`src/rtl/mbf_pkg.sv`:
```
package mbf_pkg;
  localparam int FRAME_BYTES = 8;
  localparam int SEL_W = $clog2(FRAME_BYTES);
  localparam logic [SEL_W-1:0] LAST_SEL = SEL_W'(FRAME_BYTES - 1);
  localparam logic [SEL_W-1:0] CRC_LO_SEL = SEL_W'(FRAME_BYTES - 2);

  typedef struct packed {
    logic load;              // capture fields and seed the CRC
    logic step;              // fold the current byte into the CRC
    logic [SEL_W-1:0] sel;   // which frame byte is presented
  } mbfCtrl_t;

  function automatic logic [15:0] crcUpdate(input logic [15:0] cur,
                                            input logic [7:0] dat,
                                            input logic [15:0] poly);
    logic [15:0] r;
    r = cur ^ {8'h00, dat};
    for (int i = 0; i < 8; i++) begin
      r = r[0] ? ((r >> 1) ^ poly) : (r >> 1);
    end
    return r;
  endfunction
endpackage

```
`src/rtl/mbf_control.sv`:
```
module mbf_control
  import mbf_pkg::*;
(
  input  logic     clk,
  input  logic     rstN,
  input  logic     start,
  input  logic     outReady,
  output logic     outValid,
  output logic     frameDone,
  output mbfCtrl_t ctrl
);
  logic busy;
  logic [SEL_W-1:0] idx;
  logic doneReg;

  always_ff @(posedge clk) begin
    if (!rstN) begin
      busy    <= 1'b0;
      idx     <= '0;
      doneReg <= 1'b0;
    end else begin
      doneReg <= 1'b0;
      if (!busy) begin
        if (start) begin
          busy <= 1'b1;
          idx  <= '0;
        end
      end else if (outReady) begin
        if (idx == LAST_SEL) begin
          busy    <= 1'b0;
          doneReg <= 1'b1;
        end else begin
          idx <= idx + SEL_W'(1);
        end
      end
    end
  end

  always_comb begin
    ctrl.load = !busy && start;
    ctrl.step = busy && outReady && (idx < CRC_LO_SEL);
    ctrl.sel  = idx;
  end

  assign outValid  = busy;
  assign frameDone = doneReg;

  AST_START_TO_VALID: assert property (@(posedge clk) disable iff (!rstN)
    (!outValid && start) |=> (outValid && ctrl.sel == '0));
  AST_DONE_AFTER_LAST: assert property (@(posedge clk) disable iff (!rstN)
    (outValid && outReady && ctrl.sel == LAST_SEL) |=> (frameDone && !outValid));
  AST_DONE_PULSE: assert property (@(posedge clk) disable iff (!rstN)
    frameDone |=> !frameDone);
  AST_BUSY_START: assert property (@(posedge clk) disable iff (!rstN)
    (outValid && start && !(outReady && ctrl.sel == LAST_SEL)) |=> outValid);
  AST_ONE_PER_CYCLE: assert property (@(posedge clk) disable iff (!rstN)
    (outValid && outReady && ctrl.sel != LAST_SEL) |=> (outValid && ctrl.sel == $past(ctrl.sel) + SEL_W'(1)));
endmodule

```
`src/rtl/mbf_datapath.sv`:
```
module mbf_datapath
  import mbf_pkg::*;
#(
  parameter logic [15:0] CRC_SEED = 16'hFFFF,
  parameter logic [15:0] CRC_POLY = 16'hA001
) (
  input  logic        clk,
  input  logic        rstN,
  input  mbfCtrl_t    ctrl,
  input  logic [7:0]  slaveId,
  input  logic [7:0]  funcCode,
  input  logic [15:0] startAddr,
  input  logic [15:0] regCount,
  output logic [7:0]  outData
);
  logic [7:0]  idReg;
  logic [7:0]  fcReg;
  logic [15:0] addrReg;
  logic [15:0] cntReg;
  logic [15:0] crcReg;
  logic [7:0]  curByte;

  always_comb begin
    case (ctrl.sel)
      SEL_W'(0): curByte = idReg;
      SEL_W'(1): curByte = fcReg;
      SEL_W'(2): curByte = addrReg[15:8];
      SEL_W'(3): curByte = addrReg[7:0];
      SEL_W'(4): curByte = cntReg[15:8];
      SEL_W'(5): curByte = cntReg[7:0];
      SEL_W'(6): curByte = crcReg[7:0];
      default:   curByte = crcReg[15:8];
    endcase
  end

  always_ff @(posedge clk) begin
    if (!rstN) begin
      idReg   <= '0;
      fcReg   <= '0;
      addrReg <= '0;
      cntReg  <= '0;
      crcReg  <= CRC_SEED;
    end else if (ctrl.load) begin
      idReg   <= slaveId;
      fcReg   <= funcCode;
      addrReg <= startAddr;
      cntReg  <= regCount;
      crcReg  <= CRC_SEED;
    end else if (ctrl.step) begin
      crcReg  <= crcUpdate(crcReg, curByte, CRC_POLY);
    end
  end

  assign outData = curByte;

  AST_CRC_SEED: assert property (@(posedge clk) disable iff (!rstN)
    ctrl.load |=> (crcReg == CRC_SEED));
  AST_FIELDS_HELD: assert property (@(posedge clk) disable iff (!rstN)
    !ctrl.load |=> ($stable(idReg) && $stable(fcReg) && $stable(addrReg) && $stable(cntReg)));
  AST_CRC_FROZEN: assert property (@(posedge clk) disable iff (!rstN)
    (!ctrl.load && !ctrl.step) |=> $stable(crcReg));
endmodule

```
`src/rtl/mbf_read_framer.sv`:
```
module mbf_read_framer
  import mbf_pkg::*;
#(
  parameter logic [15:0] CRC_SEED = 16'hFFFF,
  parameter logic [15:0] CRC_POLY = 16'hA001
) (
  input  logic        clk,
  input  logic        rstN,
  input  logic        start,
  input  logic [7:0]  slaveId,
  input  logic [7:0]  funcCode,
  input  logic [15:0] startAddr,
  input  logic [15:0] regCount,
  output logic [7:0]  outData,
  output logic        outValid,
  input  logic        outReady,
  output logic        frameDone
);
  mbfCtrl_t ctrl;

  mbf_control u_ctrl (
    .clk(clk), .rstN(rstN), .start(start), .outReady(outReady),
    .outValid(outValid), .frameDone(frameDone), .ctrl(ctrl)
  );

  mbf_datapath #(.CRC_SEED(CRC_SEED), .CRC_POLY(CRC_POLY)) u_dp (
    .clk(clk), .rstN(rstN), .ctrl(ctrl), .slaveId(slaveId),
    .funcCode(funcCode), .startAddr(startAddr), .regCount(regCount),
    .outData(outData)
  );

  AST_HOLD_STABLE: assert property (@(posedge clk) disable iff (!rstN)
    (outValid && !outReady) |=> (outValid && $stable(outData)));
endmodule

```
`config.mk`:
```
export PLATFORM = sky130hd
export DESIGN_NAME = mbf_read_framer
export DESIGN_NICKNAME = d
export VERILOG_FILES = /design/src/rtl/mbf_pkg.sv /design/src/rtl/mbf_control.sv /design/src/rtl/mbf_datapath.sv /design/src/rtl/mbf_read_framer.sv
export SDC_FILE = /design/constraint.sdc
export NUM_CORES = 1
export LEC_CHECK = 0
export CORE_MARGIN = 4
export CORE_UTILIZATION = 59
export CTS_BUF_LIST = sky130_fd_sc_hd__clkbuf_4
export DETAILED_ROUTE_END_ITERATION = 8
export PLACE_DENSITY = 0.88
export SETUP_SLACK_MARGIN = 0.5
export SYNTH_ARGS = -nofsm -noshare
export SYNTH_HDL_FRONTEND = slang
export SYNTH_HIERARCHICAL = 1
export SYNTH_SLANG_ARGS = --single-unit
```
`constraint.sdc`:
```
create_clock -name clk -period 5.65 [get_ports clk]
set_input_delay 1.13 -clock clk [delete_from_list [all_inputs] [get_ports clk]]
set_output_delay 1.13 -clock clk [all_outputs]
set_load 0.02 [all_outputs]
```
==> impl_table.tex, run 1 <==
\begin{tabular}{lr}
\hline
Metric & Value \\
\hline
\multicolumn{2}{l}{\textbf{Outcome}} \\
\quad Run status & finished clean \\
\multicolumn{2}{l}{\textbf{Route}} \\
\quad Number of detailed-route iterations in the first pass & 5 \\
\quad Routed WL per cell & 15.77 um \\
\quad Residual DRC & 0 \\
\quad Overall via count from detail\_route & 2572 \\
\quad Antenna Nets Post-Route & 0 \\
\quad Avg Vias per Cell & roughly 5.5 \\
\quad Number of violations reported at the end of detailed-routing iteration 0 & 129 \\
\quad WL final & 7426 um \\
\multicolumn{2}{l}{\textbf{Timing}} \\
\quad Count of endpoints failing hold in the final timing report & 0 \\
\quad Period utilisation layout & 68.23\% \\
\quad Worst relative slew slack & 19.67\% \\
\quad Slew Limit Fails & 0 \\
\quad Time the final worst path needs with I/O delays and setup & 3.855 ns \\
\quad Finish-stage setup viols & 0 \\
\quad Final setup skew & 0.01250 ns \\
\quad Maximum clock frequency & about 260 MHz \\
\quad Actual transition at the worst max-transition pin & 1.205 ns \\
\quad Setup repair after global routing missed its margin & no \\
\quad Setup TNS & 0 ns \\
\multicolumn{2}{l}{\textbf{CTS}} \\
\quad TritonCTS clock tree & done \\
\quad Number of H-tree branching levels & 3 \\
\quad Hold-fix buffers at CTS & 0 \\
\quad Root buffer cell & sky130\_fd\_sc\_hd\_\_clkbuf\_4 \\
\quad Count of clock tree sinks & just under 70 \\
\quad CTS max path bufs & 2 \\
\quad Clock latency on the worst-skew pair & 0.40 ns \\
\quad Number of buffers inserted during clock tree synthesis & 9 \\
\quad Clock-pin slew reported for the worst setup and hold paths after clock tree synthesis & between 0.1 and 0.15 ns \\
\quad Setup bufs post-CTS & 0 \\
\quad CTS resizes & 0 \\
\multicolumn{2}{l}{\textbf{Power and ir drop}} \\
\quad Worst VDD drop & 159.2 uV \\
\quad Power per Cell Area & 236.7 mW/mm2 \\
\quad Pleak & 1.483 nW \\
\quad Post-layout total power & 0.0009860 W \\
\multicolumn{2}{l}{\textbf{Floorplanning}} \\
\quad Effective utilization at floorplan & 62.27\% \\
\quad Total number of placement rows & 27 \\
\quad Die boundary height & 84.94 um \\
\quad Core area & roughly 0.0056 mm2 \\
\quad DIE WIDTH & approximately 85 um \\
\quad Area of the die & between 0.007 and 0.008 mm2 \\
\quad IO Count & 62 \\
\multicolumn{2}{l}{\textbf{Final layout}} \\
\quad Total Nets Final & around 450 \\
\quad Share of cells above drive strength 1 & 10.28\% \\
\quad Ant. Diodes & 0 \\
\quad Area growth from synthesis to final layout & 19.28\% \\
\multicolumn{2}{l}{\textbf{Yosys}} \\
\quad Number of synthesized flops with an enable pin & 0 \\
\quad Number of library cell types mapped by synthesis & 48 \\
\quad Post-synth net total & 396 \\
\quad Post-synthesis instance area & 0.003492 mm2 \\
\quad Top\_reg\_cell synth & sky130\_fd\_sc\_hd\_\_dfxtp\_1 \\
\quad Synthesized instance count & about 340 \\
\quad Asr flop ratio synth & 0\% \\
\quad Yosys warns & 6 \\
\quad Average footprint of a synthesized cell & 10.21 um2 \\
\quad Number of synthesized register bits & between 60 and 70 \\
\quad Register area share after synthesis & 39.56\% \\
\multicolumn{2}{l}{\textbf{Setup path}} \\
\quad Setup CP Type & register to output port \\
\quad Flop2flop setup slack & about 2.5 ns \\
\quad Kind of launch point of the worst setup path & register \\
\quad Worst EP required & 4.52 ns \\
\quad Worst Setup End Kind & output port \\
\quad Arr. time, crit path & 2.72 ns \\
\quad Maximum fanout along the worst path & 23 \\
\multicolumn{2}{l}{\textbf{Placement}} \\
\quad Placer congestion estimate & 0.9088 \\
\quad Number of port buffers & 61 \\
\quad Placed wire-length estimate & about 5500 um \\
\multicolumn{2}{l}{\textbf{Global route}} \\
\quad Vias in the first global route & 2570 \\
\quad Maximum number of pins on one net before global-route repair & 57 \\
\quad Antenna violations before repair & 0 \\
\quad First-pass GRT wire length & $\sim$12000 um \\
\quad All-Layer GR Usage & a little over a fifth \\
\quad Residual overflow from global routing & 0 \\
\multicolumn{2}{l}{\textbf{Run}} \\
\quad Maximum capacitance violations & 0 \\
\multicolumn{2}{l}{\textbf{Worst hold path}} \\
\quad Worst min-delay path class & register to register \\
\hline
\end{tabular}
[cell type report]
cell class                 instances  area, um2
inverter                           3      11.26
clock inverter                     6      30.03
multi-input combinational        247       1944
tap                               72      90.09
timing repair buffer              64      633.1
clock buffer                      10      75.07
fill                             429       1443
sequential                        69       1381
[layer usage]
| metal | track usage, % | wire (um) | up-vias |
|---|---|---|---|
| li1 | - | - | 1292 |
| met1 | 26.79 | 3399 | 1192 |
| met2 | 35.37 | 3543 | 72 |
| met3 | 3.301 | 323 | 16 |
| met4 | 8.633 | 159 | 0 |
| met5 | 0 | 0 | - |
[kinds of logic (layout without fill, tap and decap cells)]
family          count (synthesis)  count (layout)  synth area share, %
buf+inv                        26              83                4.873
compound gates                 40              40                9.209
xor+xnor                       21              21                6.557
simple gates                  108             108                17.13
mux                            76              76                21.96
flops                          69              69                39.56
fa+ha+maj                       2               2               0.7165
[report_power, final]
group          switching (W)  internal (W)
sequential         0.0000194      0.000512
clock               0.000168     0.0000903
combinational      0.0000868      0.000110
total               0.000274      0.000712
[path summary, 6_finish.rpt]
| check | to | depth (start not counted) | startpoint |
|---|---|---|---|
| setup / recovery | outData[7] | 4 | u_ctrl/idx[2] |
| hold / removal | u_dp/cntReg[7] | 2 | u_dp/cntReg[7] |
| setup reg to reg | u_dp/crcReg[15] | 8 | u_ctrl/idx[2] |
| hold reg to reg | u_dp/cntReg[7] | 2 | u_dp/cntReg[7] |
[critical path: stages, from the launching register on]
cell                              delay [ns]
sky130_fd_sc_hd__dfxtp_1                0.90
sky130_fd_sc_hd__or2_1                  0.32
sky130_fd_sc_hd__o221ai_1               0.15
sky130_fd_sc_hd__o32a_1                 0.39
sky130_fd_sc_hd__clkdlybuf4s50_1        0.55
[per-stage QoR]
| stage | util (%) | worst slack (ns) | hold WS [ns] | std cells | instance area [um2] |
|---|---|---|---|---|---|
| global route | 74.27 | 1.709 | 0.5479 | 471 | 4165 |
| detailed placement | 72.40 | 2.259 | 0.4926 | 455 | 4060 |
| global placement | 72.40 | 2.298 | 0.4878 | 455 | 4060 |
| floorplan | - | 2.954 | 0.4624 | 342 | 3492 |
| CTS | 74.27 | 1.800 | 0.5247 | 471 | 4165 |
| finish | 74.27 | 1.795 | 0.5304 | 471 | 4165 |
[synth_stat cells, drive strengths merged (2+ instances only)]
cell / instances / area share (%)
clkbuf: 16 / 2.3
xnor2: 19 / 5.6
o21ai: 11 / 1.6
nor2: 15 / 1.6
o22a: 6 / 1.6
o32a: 2 / 0.57
o221ai: 7 / 1.9
nor3b: 2 / 0.43
buf: 6 / 1.7
a211oi: 2 / 0.72
a21oi: 6 / 1.5
nand2b: 4 / 0.72
nand2: 24 / 2.6
mux2i: 71 / 20
dfxtp: 69 / 40
nand4: 2 / 0.36
nor2b: 48 / 8.6
mux2: 5 / 1.6
nand3: 6 / 1.0
inv: 3 / 0.32
and4b: 2 / 0.57
ha: 2 / 0.72
[cell usage in the layout, fill, tap and decap left out, types with 4 or more instances in the layout]
| cell | count |
|---|---|
| sky130_fd_sc_hd__mux2i_1 | 71 |
| sky130_fd_sc_hd__dfxtp_1 | 69 |
| sky130_fd_sc_hd__clkdlybuf4s50_1 | 61 |
| sky130_fd_sc_hd__nor2b_1 | 48 |
| sky130_fd_sc_hd__nand2_1 | 24 |
| sky130_fd_sc_hd__nor2_1 | 15 |
| sky130_fd_sc_hd__xnor2_1 | 15 |
| sky130_fd_sc_hd__clkbuf_4 | 10 |
| sky130_fd_sc_hd__o21ai_0 | 8 |
| sky130_fd_sc_hd__o221ai_1 | 6 |
| sky130_fd_sc_hd__nand3_1 | 5 |
| sky130_fd_sc_hd__nand2b_1 | 4 |
| sky130_fd_sc_hd__a21oi_2 | 4 |
| sky130_fd_sc_hd__xnor2_2 | 4 |
[state kept, by name (all words and copies together), names as in the netlist]
register	count
u_ctrl/frameDone	1
u_ctrl/idx	3
u_ctrl/outValid	1
u_dp/addrReg	16
u_dp/cntReg	16
u_dp/crcReg	16
u_dp/fcReg	8
u_dp/idReg	8
No activity file was read; power rests on OpenSTA's default activity.
==> inputs of run 2 (changes only) <==
CORE_UTILIZATION = 55   (was 59)
PLACE_DENSITY = 0.83   (was 0.88)
clock period = 3.92 ns   (was 5.65 ns; I/O delays follow)
==> run 2 against run 1 <==
  * Die area is 6.6% higher
  * Final cell count is 0.42% higher
  * Critical path type unchanged
  * Hold slack worse by 0.0032 ns
==> impl_table.tex, run 2 (same netlist as run 1, synthesis figures left out) <==
\begin{tabular}{lr}
\hline
Metric & Value \\
\hline
\multicolumn{2}{l}{\textbf{Outcome}} \\
\quad Run status & finished clean \\
\multicolumn{2}{l}{\textbf{Route}} \\
\quad Routed WL per cell & 15.64 um (-0.80\%) \\
\quad Number of violations reported at the end of detailed-routing iteration 0 & 203 (+57\%) \\
\quad Residual DRC & 0 (unchanged) \\
\quad Number of detailed-route iterations in the first pass & 4 (-1) \\
\quad Antenna Nets Post-Route & 0 (unchanged) \\
\quad Avg Vias per Cell & 5.438 (-0.42\%) \\
\quad Overall via count from detail\_route & 2572 (unchanged) \\
\quad WL final & 7398 um (-0.38\%) \\
\multicolumn{2}{l}{\textbf{Final layout}} \\
\quad Share of the core filled with cells & 69.14\% (-5.1 points) \\
\quad Ant. Diodes & 0 (unchanged) \\
\quad Leading cell types in the layout, fill and taps excluded & sky130\_fd\_sc\_hd\_\_mux2i\_1, sky130\_fd\_sc\_hd\_\_dfxtp\_1, sky130\_fd\_sc\_hd\_\_clkdlybuf4s50\_1, sky130\_fd\_sc\_hd\_\_nor2b\_1, sky130\_fd\_sc\_hd\_\_nand2\_1 \\
\quad Most common library cell in the layout ignoring fill and taps & sky130\_fd\_sc\_hd\_\_mux2i\_1 \\
\quad Final Non-Filler Cells & 473 (+0.42\%) \\
\quad Area growth from synthesis to final layout & 19.31\% (about the same) \\
\quad Total Nets Final & 449 (+0.22\%) \\
\quad Share of cells above drive strength 1 & 10.55\% (+0.28 points) \\
\quad Biggest registers after layout & u\_dp/addrReg (16), u\_dp/cntReg (16), u\_dp/crcReg (16) \\
\multicolumn{2}{l}{\textbf{Power and ir drop}} \\
\quad Power share of the combinational group & 20.1\% (+0.2 points) \\
\quad Int Power & 0.001022 W (+43\%) \\
\quad Pleak & 1.485 nW (+0.14\%) \\
\quad Clock network fraction of design power & 25.5\% (-0.7 points) \\
\quad Worst VDD drop & 241.6 uV (+52\%) \\
\quad Proportion of total power due to net switching & 27.28\% (-0.49 points) \\
\quad Power per Cell Area & 337.3 mW/mm2 (+42\%) \\
\quad Share of total power in sequential cells & 54.4\% (+0.5 points) \\
\quad Sw power & 0.0003834 W (+40\%) \\
\multicolumn{2}{l}{\textbf{Floorplanning}} \\
\quad DIE WIDTH & 87.68 um (+3.2\%) \\
\quad Effective utilization at floorplan & 57.95\% (-4.3 points) \\
\quad Core area & 0.006026 mm2 (+7.5\%) \\
\quad Total number of placement rows & 28 (+3.7\%) \\
\quad Area of the die & 0.007688 mm2 (+6.6\%) \\
\quad Die boundary height & 87.68 um (+3.2\%) \\
\quad IO Count & 62 (unchanged) \\
\multicolumn{2}{l}{\textbf{Global route}} \\
\quad Maximum number of pins on one net before global-route repair & 57 (unchanged) \\
\quad Antenna violations before repair & 0 (unchanged) \\
\quad All-Layer GR Usage & 20.39\% (-0.61 points) \\
\quad Residual overflow from global routing & 0 (unchanged) \\
\quad First-pass GRT wire length & 12150 um (+0.11\%) \\
\quad Vias in the first global route & 2606 (+1.4\%) \\
\multicolumn{2}{l}{\textbf{Run}} \\
\quad Maximum capacitance violations & 0 (unchanged) \\
\multicolumn{2}{l}{\textbf{CTS}} \\
\quad CTS max path bufs & 2 (unchanged) \\
\quad Number of buffers inserted during clock tree synthesis & 9 (unchanged) \\
\quad Root buffer cell & sky130\_fd\_sc\_hd\_\_clkbuf\_4 \\
\quad Clock-pin slew reported for the worst setup and hold paths after clock tree synthesis & 0.10 ns (about the same) \\
\quad TritonCTS clock tree & done \\
\quad Clock latency on the worst-skew pair & 0.40 ns (about the same) \\
\quad Count of clock tree sinks & 69 (unchanged) \\
\quad Number of H-tree branching levels & 3 (unchanged) \\
\multicolumn{2}{l}{\textbf{Placement}} \\
\quad Placed wire-length estimate & 5398 um (-1.7\%) \\
\quad Number of port buffers & 61 (unchanged) \\
\quad Placed Cells & 459 (+0.88\%) \\
\quad Placer congestion estimate & 0.8325 (-8.4\%) \\
\quad Post-Place Worst Slack & 0.8705 ns (-1.389 ns) \\
\multicolumn{2}{l}{\textbf{Setup path}} \\
\quad Setup CP Type & register to output port \\
\quad Worst Setup End Kind & output port \\
\quad Kind of launch point of the worst setup path & register \\
\quad Worst EP required & 3.14 ns (-1.38 ns) \\
\quad Arr. time, crit path & 2.49 ns (-0.23 ns) \\
\quad Maximum fanout along the worst path & 30 (+30\%) \\
\multicolumn{2}{l}{\textbf{Timing}} \\
\quad Actual transition at the worst max-transition pin & 0.7938 ns (-0.4112 ns) \\
\quad Worst relative slew slack & 47.08\% (+27 points) \\
\quad Count of endpoints failing hold in the final timing report & 0 (unchanged) \\
\quad Hold slack & 0.5273 ns (-0.003185 ns) \\
\quad Setup WS post-layout & 0.6429 ns (-1.152 ns) \\
\quad Time the final worst path needs with I/O delays and setup & 3.277 ns \\
\quad Final setup skew & 0.01419 ns (+0.001697 ns) \\
\quad Maximum clock frequency & 305.1 MHz \\
\quad Finish-stage setup viols & 0 (unchanged) \\
\quad Period utilisation layout & 83.60\% \\
\quad Setup repair after global routing missed its margin & no \\
\quad Setup TNS & 0 ns (unchanged) \\
\quad Slew Limit Fails & 0 (unchanged) \\
\multicolumn{2}{l}{\textbf{Worst hold path}} \\
\quad Worst min-delay path class & register to register \\
\hline
\end{tabular}
run 2: cell count changes in the layout (fill, tap and decap cells not counted), sizes merged:
| cell | previous run | this run |
|---|---|---|
| clkinvlp | 1 | 0 |
| buf | 3 | 4 |
| clkinv | 5 | 4 |
run 2: worst max-delay path, cell delays in order, from the launching register on:
cell	delay, ns
sky130_fd_sc_hd__dfxtp_1	0.32
sky130_fd_sc_hd__buf_4	0.37
sky130_fd_sc_hd__mux2i_1	0.19
sky130_fd_sc_hd__o22a_2	0.26
sky130_fd_sc_hd__a21oi_1	0.26
sky130_fd_sc_hd__clkdlybuf4s50_1	0.67
run 2: through the flow:
stage               instance area, um2  power (W)
detailed placement                4071   0.001065
CTS                               4167   0.001418
global placement                  4071   0.001056
finish                            4167   0.001405
global route                      4167   0.001485
floorplan                         3492  0.0009639
run 2: worst paths after layout:
path,from,to,slack [ns],cells after the start
worst max-delay path,u_ctrl/idx[1],outData[6],0.64,5
worst min-delay path,u_dp/fcReg[5],u_dp/fcReg[5],0.53,2
worst max register to register,u_ctrl/idx[1],u_dp/crcReg[14],1.05,9
worst min register to register,u_dp/fcReg[5],u_dp/fcReg[5],0.53,2
run 2: what timing repair did:
action | 4_1_cts | 5_1_grt
hold buffers | 0 | 0
buffers inserted | 0 | 0
resized for setup | 2 | 0
setup endpoints to repair | 3 | 0
run 2: cell type report:
class	count	area [um2]
clock buffers	10	75.07
repair buffers	65	640.6
well taps	75	93.84
multi-input cells	247	1944
flip-flops and latches	69	1384
clock inverters	4	17.52
inverters	3	11.26
fillers	511	1859
run 2: metal layers:
layer / routed length (um) / GRT usage (%) / up-vias / share of wire, %
li1: - / - / 1290 / -
met1: 3237 / 25.96 / 1203 / 44
met2: 3653 / 34.25 / 71 / 49
met3: 425 / 3.951 / 8 / 5.7
met4: 82 / 7.531 / 0 / 1.1
met5: 0 / 0 / - / 0
run 2: power groups by stage:
stage | clock, W | combinational, W | sequential, W
2_1_floorplan | 0 | 0.000193 | 0.000771
5_1_grt | 0.000408 | 0.000306 | 0.000771
3_5_place_dp | 0 | 0.000284 | 0.000781
6_report | 0.000358 | 0.000282 | 0.000765
4_1_cts | 0.000368 | 0.000284 | 0.000765
3_3_place_gp | 0 | 0.000277 | 0.000780
==> inputs of run 3 (changes only) <==
clock period = 3.2 ns   (was 3.92 ns; I/O delays follow)
==> run 3 against run 2 <==
  * Sequential power increased by 23%
  * Critical path type unchanged
  * Via count increased by 1.0%
  * Final cell count increased by 1.1%
  * Critical path depth unchanged
  * Utilization increased by 2.8 points
  * Critical endpoint unchanged
  * Largest power group unchanged
  * First-iteration DRC count decreased by 20%
  * Global-route usage increased by 1.7 points
  * Sequential cell count unchanged
  * Power increased by 38%
  * Clock skew decreased by 0.0042 ns
  * Hold slack improved by 0.0017 ns
  * Setup slack got worse by 0.12 ns
==> impl_table.tex, run 3 (same netlist as run 1, synthesis figures left out) <==
\begin{tabular}{lr}
\hline
Metric & Value \\
\hline
\multicolumn{2}{l}{\textbf{Power and ir drop}} \\
\quad Worst VDD drop & 352.2 uV (+46\%) \\
\quad Post-layout total power & 0.001936 W (+38\%) \\
\quad Power per Cell Area & 446.3 mW/mm2 (+32\%) \\
\quad Sw power & 0.0005171 W (+35\%) \\
\quad Proportion of total power due to net switching & 26.72\% (-0.56 points) \\
\quad Power share of the combinational group & 18.2\% (-1.9 points) \\
\quad Pleak & 1.577 nW (+6.2\%) \\
\quad Share of total power in sequential cells & 48.5\% (-5.9 points) \\
\quad Clock network fraction of design power & 33.2\% (+7.7 points) \\
\quad Int Power & 0.001418 W (+39\%) \\
\multicolumn{2}{l}{\textbf{CTS}} \\
\quad TritonCTS clock tree & done \\
\quad Root buffer cell & sky130\_fd\_sc\_hd\_\_clkbuf\_4 \\
\quad Clock latency on the worst-skew pair & 0.42 ns (+0.02 ns) \\
\quad Number of H-tree branching levels & 3 (unchanged) \\
\quad Count of clock tree sinks & 69 (unchanged) \\
\quad Number of buffers inserted during clock tree synthesis & 9 (unchanged) \\
\quad Hold-fix buffers at CTS & 0 (unchanged) \\
\quad Clock-pin slew reported for the worst setup and hold paths after clock tree synthesis & 0.12 ns (+0.02 ns) \\
\quad CTS max path bufs & 2 (unchanged) \\
\multicolumn{2}{l}{\textbf{Route}} \\
\quad WL final & 7925 um (+7.1\%) \\
\quad DR WL met3 & 414 um (-2.6\%) \\
\quad Routed WL per cell & 16.58 um (+6.0\%) \\
\quad Length of routed wiring on met1 & 3546 um (+9.5\%) \\
\quad Met2 wire length & 3852 um (+5.4\%) \\
\quad Number of violations reported at the end of detailed-routing iteration 0 & 163 (-20\%) \\
\quad Number of detailed-route iterations in the first pass & 4 (unchanged) \\
\quad Avg Vias per Cell & 5.435 (about the same) \\
\quad Residual DRC & 0 (unchanged) \\
\quad Highest routed layer & met4 \\
\quad Antenna Nets Post-Route & 0 (unchanged) \\
\quad Overall via count from detail\_route & 2598 (+1.0\%) \\
\multicolumn{2}{l}{\textbf{Global route}} \\
\quad Maximum number of pins on one net before global-route repair & 56 (-1.8\%) \\
\quad All-Layer GR Usage & 22.06\% (+1.7 points) \\
\quad Antenna violations before repair & 0 (unchanged) \\
\quad Residual overflow from global routing & 0 (unchanged) \\
\quad First-pass GRT wire length & 12900 um (+6.2\%) \\
\quad Vias in the first global route & 2644 (+1.5\%) \\
\multicolumn{2}{l}{\textbf{Timing}} \\
\quad Setup TNS & 0 ns (unchanged) \\
\quad Setup repair after global routing missed its margin & yes \\
\quad Finish-stage setup viols & 0 (unchanged) \\
\quad Time the final worst path needs with I/O delays and setup & 2.674 ns \\
\quad Maximum clock frequency & $\sim$370 MHz \\
\quad Worst relative slew slack & 70.81\% (+24 points) \\
\quad Actual transition at the worst max-transition pin & 0.4378 ns (-0.3560 ns) \\
\quad Period utilisation layout & 83.57\% \\
\quad Hold slack & 0.5290 ns (+0.001738 ns) \\
\quad Slew Limit Fails & 0 (unchanged) \\
\quad Count of endpoints failing hold in the final timing report & 0 (unchanged) \\
\quad Final setup skew & 0.009992 ns (-0.004201 ns) \\
\multicolumn{2}{l}{\textbf{Final layout}} \\
\quad Number of fillers in the final layout & 454 (-11\%) \\
\quad Share of cells above drive strength 1 & 16.38\% (+5.8 points) \\
\quad Share of the core filled with cells & 71.97\% (+2.8 points) \\
\quad Ant. Diodes & 0 (unchanged) \\
\quad Multi-input gate area in the final layout & 0.001999 mm2 (+2.8\%) \\
\quad Leading cell types in the layout, fill and taps excluded & sky130\_fd\_sc\_hd\_\_mux2i\_1, sky130\_fd\_sc\_hd\_\_dfxtp\_1, sky130\_fd\_sc\_hd\_\_clkdlybuf4s50\_1, sky130\_fd\_sc\_hd\_\_nor2b\_1, sky130\_fd\_sc\_hd\_\_nand2\_1 \\
\quad Area growth from synthesis to final layout & 24.18\% \\
\quad Most common library cell in the layout ignoring fill and taps & sky130\_fd\_sc\_hd\_\_mux2i\_1 \\
\quad Biggest registers after layout & u\_dp/addrReg (16), u\_dp/cntReg (16), u\_dp/crcReg (16) \\
\quad Total Nets Final & 452 (+0.67\%) \\
\quad Area taken by flip-flops and latches & 0.001390 mm2 (+0.45\%) \\
\multicolumn{2}{l}{\textbf{Setup path}} \\
\quad Setup CP Type & register to output port \\
\quad Maximum fanout along the worst path & 15 (-50\%) \\
\quad Kind of launch point of the worst setup path & register \\
\quad Worst Setup End Kind & output port \\
\quad Worst EP required & 2.56 ns (-0.58 ns) \\
\quad Arr. time, crit path & 2.03 ns (-0.46 ns) \\
\multicolumn{2}{l}{\textbf{Floorplanning}} \\
\quad Effective utilization at floorplan & 57.95\% (unchanged) \\
\quad Total number of placement rows & 28 (unchanged) \\
\quad IO Count & 62 (unchanged) \\
\quad Core area & 0.006026 mm2 (unchanged) \\
\quad Die boundary height & 87.68 um (unchanged) \\
\quad Area of the die & 0.007688 mm2 (unchanged) \\
\quad DIE WIDTH & 87.68 um (unchanged) \\
\multicolumn{2}{l}{\textbf{Worst hold path}} \\
\quad Worst min-delay path class & register to register \\
\multicolumn{2}{l}{\textbf{Placement}} \\
\quad Number of port buffers & 61 (unchanged) \\
\quad Placed wire-length estimate & 5589 um (+3.5\%) \\
\quad Placer congestion estimate & 0.9637 (+16\%) \\
\multicolumn{2}{l}{\textbf{Outcome}} \\
\quad Run status & finished clean \\
\multicolumn{2}{l}{\textbf{Run}} \\
\quad Maximum capacitance violations & 0 (unchanged) \\
\hline
\end{tabular}
-- run 3: cell types whose count changed in the layout (fill, tap and decap cells not counted), sizes merged --
cell	previous run	this run
dlygate4sd2	0	1
buf	4	6
clkinv	4	2
clkbuf	10	16
clkdlybuf4s50	61	53
clkinvlp	0	1
bufinv	0	2
bufbuf	0	1
inv	3	5
-- run 3: final timing paths --
check	endpoint	slack, ns	start	cells after the start
setup / recovery	outData[6]	0.53	u_ctrl/idx[1]	5
hold / removal	u_dp/idReg[1]	0.53	u_dp/idReg[1]	2
setup reg to reg	u_dp/crcReg[15]	0.57	u_ctrl/idx[1]	9
hold reg to reg	u_dp/idReg[1]	0.53	u_dp/idReg[1]	2
-- run 3: critical path, stage by stage, from the launching register on --
cell                            delay [ns]
sky130_fd_sc_hd__dfxtp_2              0.39
sky130_fd_sc_hd__buf_12               0.18
sky130_fd_sc_hd__mux2_1               0.38
sky130_fd_sc_hd__o221ai_2             0.21
sky130_fd_sc_hd__a21oi_2              0.12
sky130_fd_sc_hd__dlygate4sd2_1        0.33
-- run 3: timing repair --
action                     CTS  global route
pin swaps                    0             3
resized for setup           16            21
cloned                       1             0
setup endpoints to repair   11            10
buffers inserted             0             0
-- run 3: layout make-up --
type	instances	share of cell area (%)
flip-flops and latches	69	32.05
multi-input cells	247	46.11
well taps	75	2.164
repair buffers	68	15.61
inverters	3	0.2597
clock buffers	9	1.558
clock inverters	7	2.250
-- run 3: through the flow --
step	cell area (um2)	setup slack (ns)	std cells
final	4337	0.5259	478
after global placement	4111	0.4114	461
after floorplan	3492	0.6107	342
after detailed placement	4111	0.3289	461
after global routing	4337	0.4307	478
after CTS	4325	0.4044	478
-- run 3: per-layer routing --
layer / global-route usage, % / up-vias
li1: - / 1302
met1: 26.43 / 1209
met2: 36.78 / 75
met3: 8.184 / 12
met4: 6.834 / 0
met5: 0 / -
-- run 3: power by group through the flow --
stage / Clock, W / Sequential [W] / Combinational [W]
2_1_floorplan: 0 / 0.000945 / 0.000236
3_3_place_gp: 0 / 0.000955 / 0.000344
3_5_place_dp: 0 / 0.000957 / 0.000353
4_1_cts: 0.000659 / 0.000937 / 0.000351
5_1_grt: 0.000703 / 0.000945 / 0.000379
6_report: 0.000643 / 0.000940 / 0.000353
